$ cat config.mk
export PLATFORM = sky130hd
export DESIGN_NAME = core_ctl_regs
export DESIGN_NICKNAME = d
export VERILOG_FILES = /design/src/rtl/core_ctl_pkg.sv /design/src/rtl/ccr_rst_sync.sv /design/src/rtl/ccr_enable_unit.sv /design/src/rtl/ccr_run_unit.sv /design/src/rtl/ccr_read_mux.sv /design/src/rtl/core_ctl_regs.sv
export SDC_FILE = /design/constraint.sdc
export NUM_CORES = 1
export LEC_CHECK = 0
export CELL_PAD_IN_SITES_DETAIL_PLACEMENT = 0
export CELL_PAD_IN_SITES_GLOBAL_PLACEMENT = 1
export CORE_MARGIN = 2
export CORE_UTILIZATION = 28
export CTS_CLUSTER_DIAMETER = 30
export DETAILED_ROUTE_END_ITERATION = 12
export GPL_ROUTABILITY_DRIVEN = 0
export PLACE_DENSITY_LB_ADDON = 0.2
export SETUP_SLACK_MARGIN = 0.3
export SLEW_MARGIN = 20
export SYNTH_ARGS = -nofsm -noshare
export SYNTH_HDL_FRONTEND = slang
export SYNTH_SLANG_ARGS = --single-unit
$ cat constraint.sdc
create_clock -name clk -period 1.6 [get_ports clk]
set_input_delay 0.24 -clock clk [delete_from_list [all_inputs] [get_ports clk]]
set_output_delay 0.24 -clock clk [all_outputs]
set_load 0.02 [all_outputs]
$ cat src/rtl/core_ctl_pkg.sv
package core_ctl_pkg;
  typedef enum logic [2:0] {
    SEL_PRESENT  = 3'd0,
    SEL_EN       = 3'd1,
    SEL_EN_STAT  = 3'd2,
    SEL_RUN      = 3'd3,
    SEL_RUN_SET  = 3'd4,
    SEL_RUN_CLR  = 3'd5,
    SEL_RUN_STAT = 3'd6,
    SEL_STEER    = 3'd7
  } reg_sel_e;
endpackage

$ cat src/rtl/ccr_rst_sync.sv
module ccr_rst_sync (
  input  logic clk,
  input  logic rst_n_i,
  output logic rst_n_o
);
  logic [1:0] sync_q;

  always_ff @(posedge clk or negedge rst_n_i) begin
    if (!rst_n_i) sync_q <= 2'b00;
    else          sync_q <= {sync_q[0], 1'b1};
  end

  assign rst_n_o = sync_q[1];
endmodule

$ cat src/rtl/ccr_enable_unit.sv
module ccr_enable_unit #(
  parameter int unsigned N = 8,
  parameter logic [N-1:0] PRESENT = '1
) (
  input  logic         clk,
  input  logic         rst_n,
  input  logic         wr_i,
  input  logic [N-1:0] wr_data_i,
  input  logic [N-1:0] self_i,
  input  logic         warm_i,
  output logic [N-1:0] en_o,
  output logic [N-1:0] en_stat_o
);
  logic [N-1:0] en_q, en_d;
  logic [N-1:0] stat_q, stat_d;
  logic         en_ce, stat_ce;

  always_comb begin
    en_ce  = wr_i;
    en_d   = (wr_data_i & PRESENT) | self_i;
    stat_ce = warm_i;
    stat_d  = en_q;
  end

  always_ff @(posedge clk or negedge rst_n) begin
    if (!rst_n) begin
      en_q   <= PRESENT;
      stat_q <= PRESENT;
    end else begin
      if (en_ce)   en_q   <= en_d;
      if (stat_ce) stat_q <= stat_d;
    end
  end

  assign en_o      = en_q;
  assign en_stat_o = stat_q;
endmodule

$ cat src/rtl/ccr_run_unit.sv
module ccr_run_unit #(
  parameter int unsigned N = 8,
  parameter logic [N-1:0] PRESENT = '1
) (
  input  logic         clk,
  input  logic         rst_n,
  input  logic         wr_load_i,
  input  logic         wr_set_i,
  input  logic         wr_clr_i,
  input  logic [N-1:0] wr_data_i,
  input  logic [N-1:0] self_i,
  input  logic         warm_i,
  input  logic [N-1:0] en_i,
  input  logic [N-1:0] en_stat_i,
  output logic [N-1:0] run_o,
  output logic [N-1:0] run_stat_o
);
  function automatic logic [N-1:0] lowest_bit(input logic [N-1:0] v);
    logic [N-1:0] r;
    r = '0;
    for (int i = N - 1; i >= 0; i--) begin
      if (v[i]) r = '0;
      if (v[i]) r[i] = 1'b1;
    end
    return r;
  endfunction

  localparam logic [N-1:0] RUN_RST = lowest_bit(PRESENT);

  logic [N-1:0] run_q, run_d;
  logic [N-1:0] stat_q, stat_d;
  logic         run_ce;
  logic [N-1:0] data_m;

  always_comb begin
    data_m = wr_data_i & PRESENT;
    run_ce = warm_i | wr_load_i | wr_set_i | wr_clr_i;
    run_d  = run_q;
    if (warm_i)         run_d = lowest_bit(en_i);
    else if (wr_load_i) run_d = data_m | self_i;
    else if (wr_set_i)  run_d = run_q | data_m;
    else if (wr_clr_i)  run_d = run_q & ~(data_m & ~self_i);
    stat_d = PRESENT & en_stat_i & run_q;
  end

  always_ff @(posedge clk or negedge rst_n) begin
    if (!rst_n) begin
      run_q  <= RUN_RST;
      stat_q <= RUN_RST;
    end else begin
      if (run_ce) run_q <= run_d;
      stat_q <= stat_d;
    end
  end

  assign run_o      = run_q;
  assign run_stat_o = stat_q;
endmodule

$ cat src/rtl/ccr_read_mux.sv
module ccr_read_mux
  import core_ctl_pkg::*;
#(
  parameter int unsigned N  = 8,
  parameter int unsigned DW = 64
) (
  input  logic          rd_en_i,
  input  reg_sel_e      sel_i,
  input  logic [N-1:0]  present_i,
  input  logic [N-1:0]  en_i,
  input  logic [N-1:0]  en_stat_i,
  input  logic [N-1:0]  run_i,
  input  logic [N-1:0]  run_stat_i,
  input  logic [N-1:0]  steer_i,
  output logic [DW-1:0] rd_data_o
);
  logic [N-1:0] pick;

  always_comb begin
    unique case (sel_i)
      SEL_PRESENT:  pick = present_i;
      SEL_EN:       pick = en_i;
      SEL_EN_STAT:  pick = en_stat_i;
      SEL_RUN:      pick = run_i;
      SEL_RUN_STAT: pick = run_stat_i;
      SEL_STEER:    pick = steer_i;
      default:      pick = '0;
    endcase
    rd_data_o = '0;
    if (rd_en_i) rd_data_o[N-1:0] = pick;
  end
endmodule

$ cat src/rtl/core_ctl_regs.sv
module core_ctl_regs
  import core_ctl_pkg::*;
#(
  parameter int unsigned  N_CORES = 8,
  parameter int unsigned  DW      = 64,
  parameter logic [N_CORES-1:0] PRESENT_MASK = '1,
  localparam int unsigned TID_W   = (N_CORES > 1) ? $clog2(N_CORES) : 1
) (
  input  logic               clk,
  input  logic               rst_n,
  input  logic               warm_rst,
  input  logic [2:0]         reg_sel,
  input  logic               rd_en,
  input  logic               wr_en,
  input  logic [DW-1:0]      wr_data,
  input  logic [TID_W-1:0]   req_tid,
  output logic [DW-1:0]      rd_data,
  output logic [N_CORES-1:0] run_mask_o,
  output logic [N_CORES-1:0] steer_mask_o
);
  localparam logic [N_CORES-1:0] ONE = {{(N_CORES-1){1'b0}}, 1'b1};

  logic               rst_sync_n;
  reg_sel_e           sel;
  logic [N_CORES-1:0] data_n, self_bit;
  logic [N_CORES-1:0] en_q, en_stat_q, run_q, run_stat_q, steer_q, steer_d;
  logic               wr_en_reg, wr_load, wr_set, wr_clr, steer_ce;
  logic               unused_hi;

  assign unused_hi = ^wr_data[DW-1:N_CORES];
  assign sel       = reg_sel_e'(reg_sel);
  assign data_n    = wr_data[N_CORES-1:0];
  assign self_bit  = (ONE << req_tid) & PRESENT_MASK;

  always_comb begin
    wr_en_reg = wr_en && (sel == SEL_EN);
    wr_load   = wr_en && (sel == SEL_RUN);
    wr_set    = wr_en && (sel == SEL_RUN_SET);
    wr_clr    = wr_en && (sel == SEL_RUN_CLR);
    steer_ce  = wr_en && (sel == SEL_STEER);
    steer_d   = data_n & PRESENT_MASK;
  end

  ccr_rst_sync u_rst (
    .clk     (clk),
    .rst_n_i (rst_n),
    .rst_n_o (rst_sync_n)
  );

  ccr_enable_unit #(.N(N_CORES), .PRESENT(PRESENT_MASK)) u_en (
    .clk       (clk),
    .rst_n     (rst_sync_n),
    .wr_i      (wr_en_reg),
    .wr_data_i (data_n),
    .self_i    (self_bit),
    .warm_i    (warm_rst),
    .en_o      (en_q),
    .en_stat_o (en_stat_q)
  );

  ccr_run_unit #(.N(N_CORES), .PRESENT(PRESENT_MASK)) u_run (
    .clk        (clk),
    .rst_n      (rst_sync_n),
    .wr_load_i  (wr_load),
    .wr_set_i   (wr_set),
    .wr_clr_i   (wr_clr),
    .wr_data_i  (data_n),
    .self_i     (self_bit),
    .warm_i     (warm_rst),
    .en_i       (en_q),
    .en_stat_i  (en_stat_q),
    .run_o      (run_q),
    .run_stat_o (run_stat_q)
  );

  always_ff @(posedge clk or negedge rst_sync_n) begin
    if (!rst_sync_n)   steer_q <= PRESENT_MASK;
    else if (steer_ce) steer_q <= steer_d;
  end

  ccr_read_mux #(.N(N_CORES), .DW(DW)) u_rd (
    .rd_en_i    (rd_en),
    .sel_i      (sel),
    .present_i  (PRESENT_MASK),
    .en_i       (en_q),
    .en_stat_i  (en_stat_q),
    .run_i      (run_q),
    .run_stat_i (run_stat_q),
    .steer_i    (steer_q),
    .rd_data_o  (rd_data)
  );

  assign run_mask_o   = run_stat_q;
  assign steer_mask_o = steer_q;
endmodule

==> results.ini <==
[sta]
report.final.slew_viol_count=0
hold_violations=0
setup_ws_ns=-0.1532
setup-tns-final_ns=-0.6555
post-route-period-util_pct=109.6
whs_ns=0.09216
fin_crit_ns=1.753
finClkSkew_ns=0.007339
rsz0062_at_grt=yes
fmax_mhz=570.4
setup_violations=8

[setup_path]
critPathMaxFanout=2
worstSetupPathType=register to primary output
cp.required_ns=1.36
r2r_slack_ns=0.08
crit_path_start_kind=register
cp.arrival_ns=1.51
setup.worst_path.end_class=primary output

[power]
leakage_uw=0.002172
peakVddDrop_uv=384.3
powerDensity_nw_per_um2=859.3

[detailed_routing]
m1WireLength_um=4307
highest_layer=met4
drc=0
drtAntennaViolNets=0
drt-total-wl_um=9201
wl_per_cell_um=15.62
drt_first_pass_iters=5
wl_met3_um=410
viasPerCell=4.518
vias=2661
drt-initial-drc-count=68
wl_met2_um=4342

[yosys]
synthesis.area_per_instance_um2=9.285
ys_types=50
synthMuxAreaShare_pct=6.976
synthCells=311
synth-edff-count=0
syn_area_um2=2888
yosysWarnings=0
yosys.area_share.adder_pct=0
synthFlopType=dfstp_2
synth_top_family_by_area=compound AO/OA/AOI/OAI gates
ys_ff_latch=42
synth_compound_area_share_pct=20.32
synth_xor_area_share_pct=0
yosysSeqAreaShare_pct=37.52
async_flop_share_pct=100.0
synth-simple-area-share_pct=15.68

[grt]
grt_max_degree=41
grt-ovfl-total=0
grtUsageTotal_pct=16.37
grt_pass1_vias=2581
grt_pass1_wl_um=14030
grt_antenna_before_repair=0

[placed_design]
placed_cells=560
place_hpwl_um=6069
numPortBuffers=42

[finish]
antenna_cells=0
final_layout_size_suffix_gt1_share_pct=52.76
final_core_util_pct=46.20
area_delta_synth_final_pct=62.95
nFillCells=987
final_cells=589
nNetsFinal=527

[worst_hold_path]
hp-class=primary input to async pin

[clocking]
cts-root-buf=clkbuf_8
htreeDepth=2
cts.sinks=42
clkSlewWorstSetupHoldPaths_ns=0.08
tritoncts=built
cts_buffer_depth=2
cts-buffers-inserted=5
clock_latency_ns=0.30

[floorplanning]
rows=37
start_util_pct=28.35
dieArea_um2=11140
core_um2=10180
die_w_um=105.6
die_h_um=105.6
num_io_pins=155

[run_status]
outcome=finished, violations left
violations=negative setup slack

[job]
drv_cap=0

where the power goes:
group	internal [uW]	total, uW	switching (uW)
logic	915	1720	804
registers	1340	1460	118
clock network	468	866	398
worst paths after layout:
kind	from	end	cells past startpoint
max	u_run.run_stat_o[5]	rd_data[5]	4
min	rst_n	u_rst.sync_q[1]	1
max reg2reg	u_en.en_o[1]	u_run.run_o[6]	6
min reg2reg	u_rst.sync_q[1]	u_run.run_stat_o[4]	1
max in group asynchronous	u_rst.sync_q[1]	u_en.en_stat_o[3]	1
min in group clk	u_rst.sync_q[0]	u_rst.sync_q[1]	0
cells by family after synthesis:
kind of cell | Yosys count
muxes | 17
and+or+nand+nor | 78
buffers and inverters | 85
DFF | 42
other | 2
AOI/OAI and AO/OA | 87
cell type report:
cell class | count | area [um2] | area share [%]
Clock buffer | 7 | 76.32 | 1.622
Clock inverter | 1 | 30.03 | 0.6381
Inverter | 11 | 41.29 | 0.8774
Multi-Input combinational cell | 239 | 1772 | 37.65
Sequential cell | 42 | 1085 | 23.05
Tap cell | 136 | 170.2 | 3.616
Timing Repair Buffer | 153 | 1531 | 32.54
cell usage in the layout (no fill, tap or decap), types with 6 or more instances in the layout:
cell and instances:
a21oi_2 7, inv_1 9, conb_1 57, buf_4 76, buf_6 42, and2_1 8, buf_12 7, o21ai_0 14
nand2_1 13, nor2_1 14, a21oi_1 13, nor2b_1 11, mux2_2 10, dfstp_2 26, a211oi_2 6, clkdlybuf4s50_1 11
dfrtp_1 15, buf_2 6
metrics by stage:
step | power (uW) | area [um2] | worst slack (ns)
3_5_place_dp | 2885 | 4006 | -0.7780
6_report | 4044 | 4706 | -0.1532
2_1_floorplan | 2280 | 3256 | 0.1370
3_3_place_gp | 2875 | 4006 | -0.7742
4_1_cts | 3978 | 4602 | -0.1614
5_1_grt | 4233 | 4706 | -0.2153
cell usage after synthesis (5+ instances only):
cell | n | area [um2]
a211oi_1 | 8 | 60.06
a21boi_1 | 5 | 37.54
a21oi_1 | 20 | 100.1
a22o_1 | 6 | 52.55
and2_1 | 8 | 50.05
buf_2 | 9 | 45.04
buf_4 | 58 | 435.4
clkbuf_1 | 6 | 22.52
dfrtp_1 | 16 | 400.4
dfstp_2 | 26 | 683.2
inv_1 | 11 | 41.29
mux2_2 | 14 | 157.7
nand2_1 | 17 | 63.81
nand4b_1 | 5 | 43.79
nor2_1 | 15 | 56.30
nor2b_1 | 13 | 81.33
o21ai_0 | 15 | 75.07
o21bai_1 | 5 | 37.54
sequential cells by signal (all words and copies together), names as in the netlist:
| signal | count |
|---|---|
| u_en.en_stat_o | 8 |
| u_en.en_o | 8 |
| u_run.run_stat_o | 8 |
| steer_mask_o | 8 |
| u_rst.sync_q | 2 |
| u_run.run_o | 8 |
routing by layer:
metal / vias up / track usage [%]
li1: 1278 / -
met2: 83 / 26.36
met4: 0 / 4.699
met3: 13 / 2.103
met1: 1287 / 23.02
met5: - / 0
critical path, cell delays in order (launching register included):
cell and delay, ns:
dfrtp_2 0.42, mux4_2 0.46, a21oi_2 0.14, nor2b_2 0.07
buf_6 0.13
repair_timing:
item	in CTS	in global routing
pin swaps	32	11
buffers inserted	12	4
setup endpoints to repair	48	32
resized for setup	201	27
gates cloned	5	0
hold buffers	0	0
(Power assumes the default switching activity.)
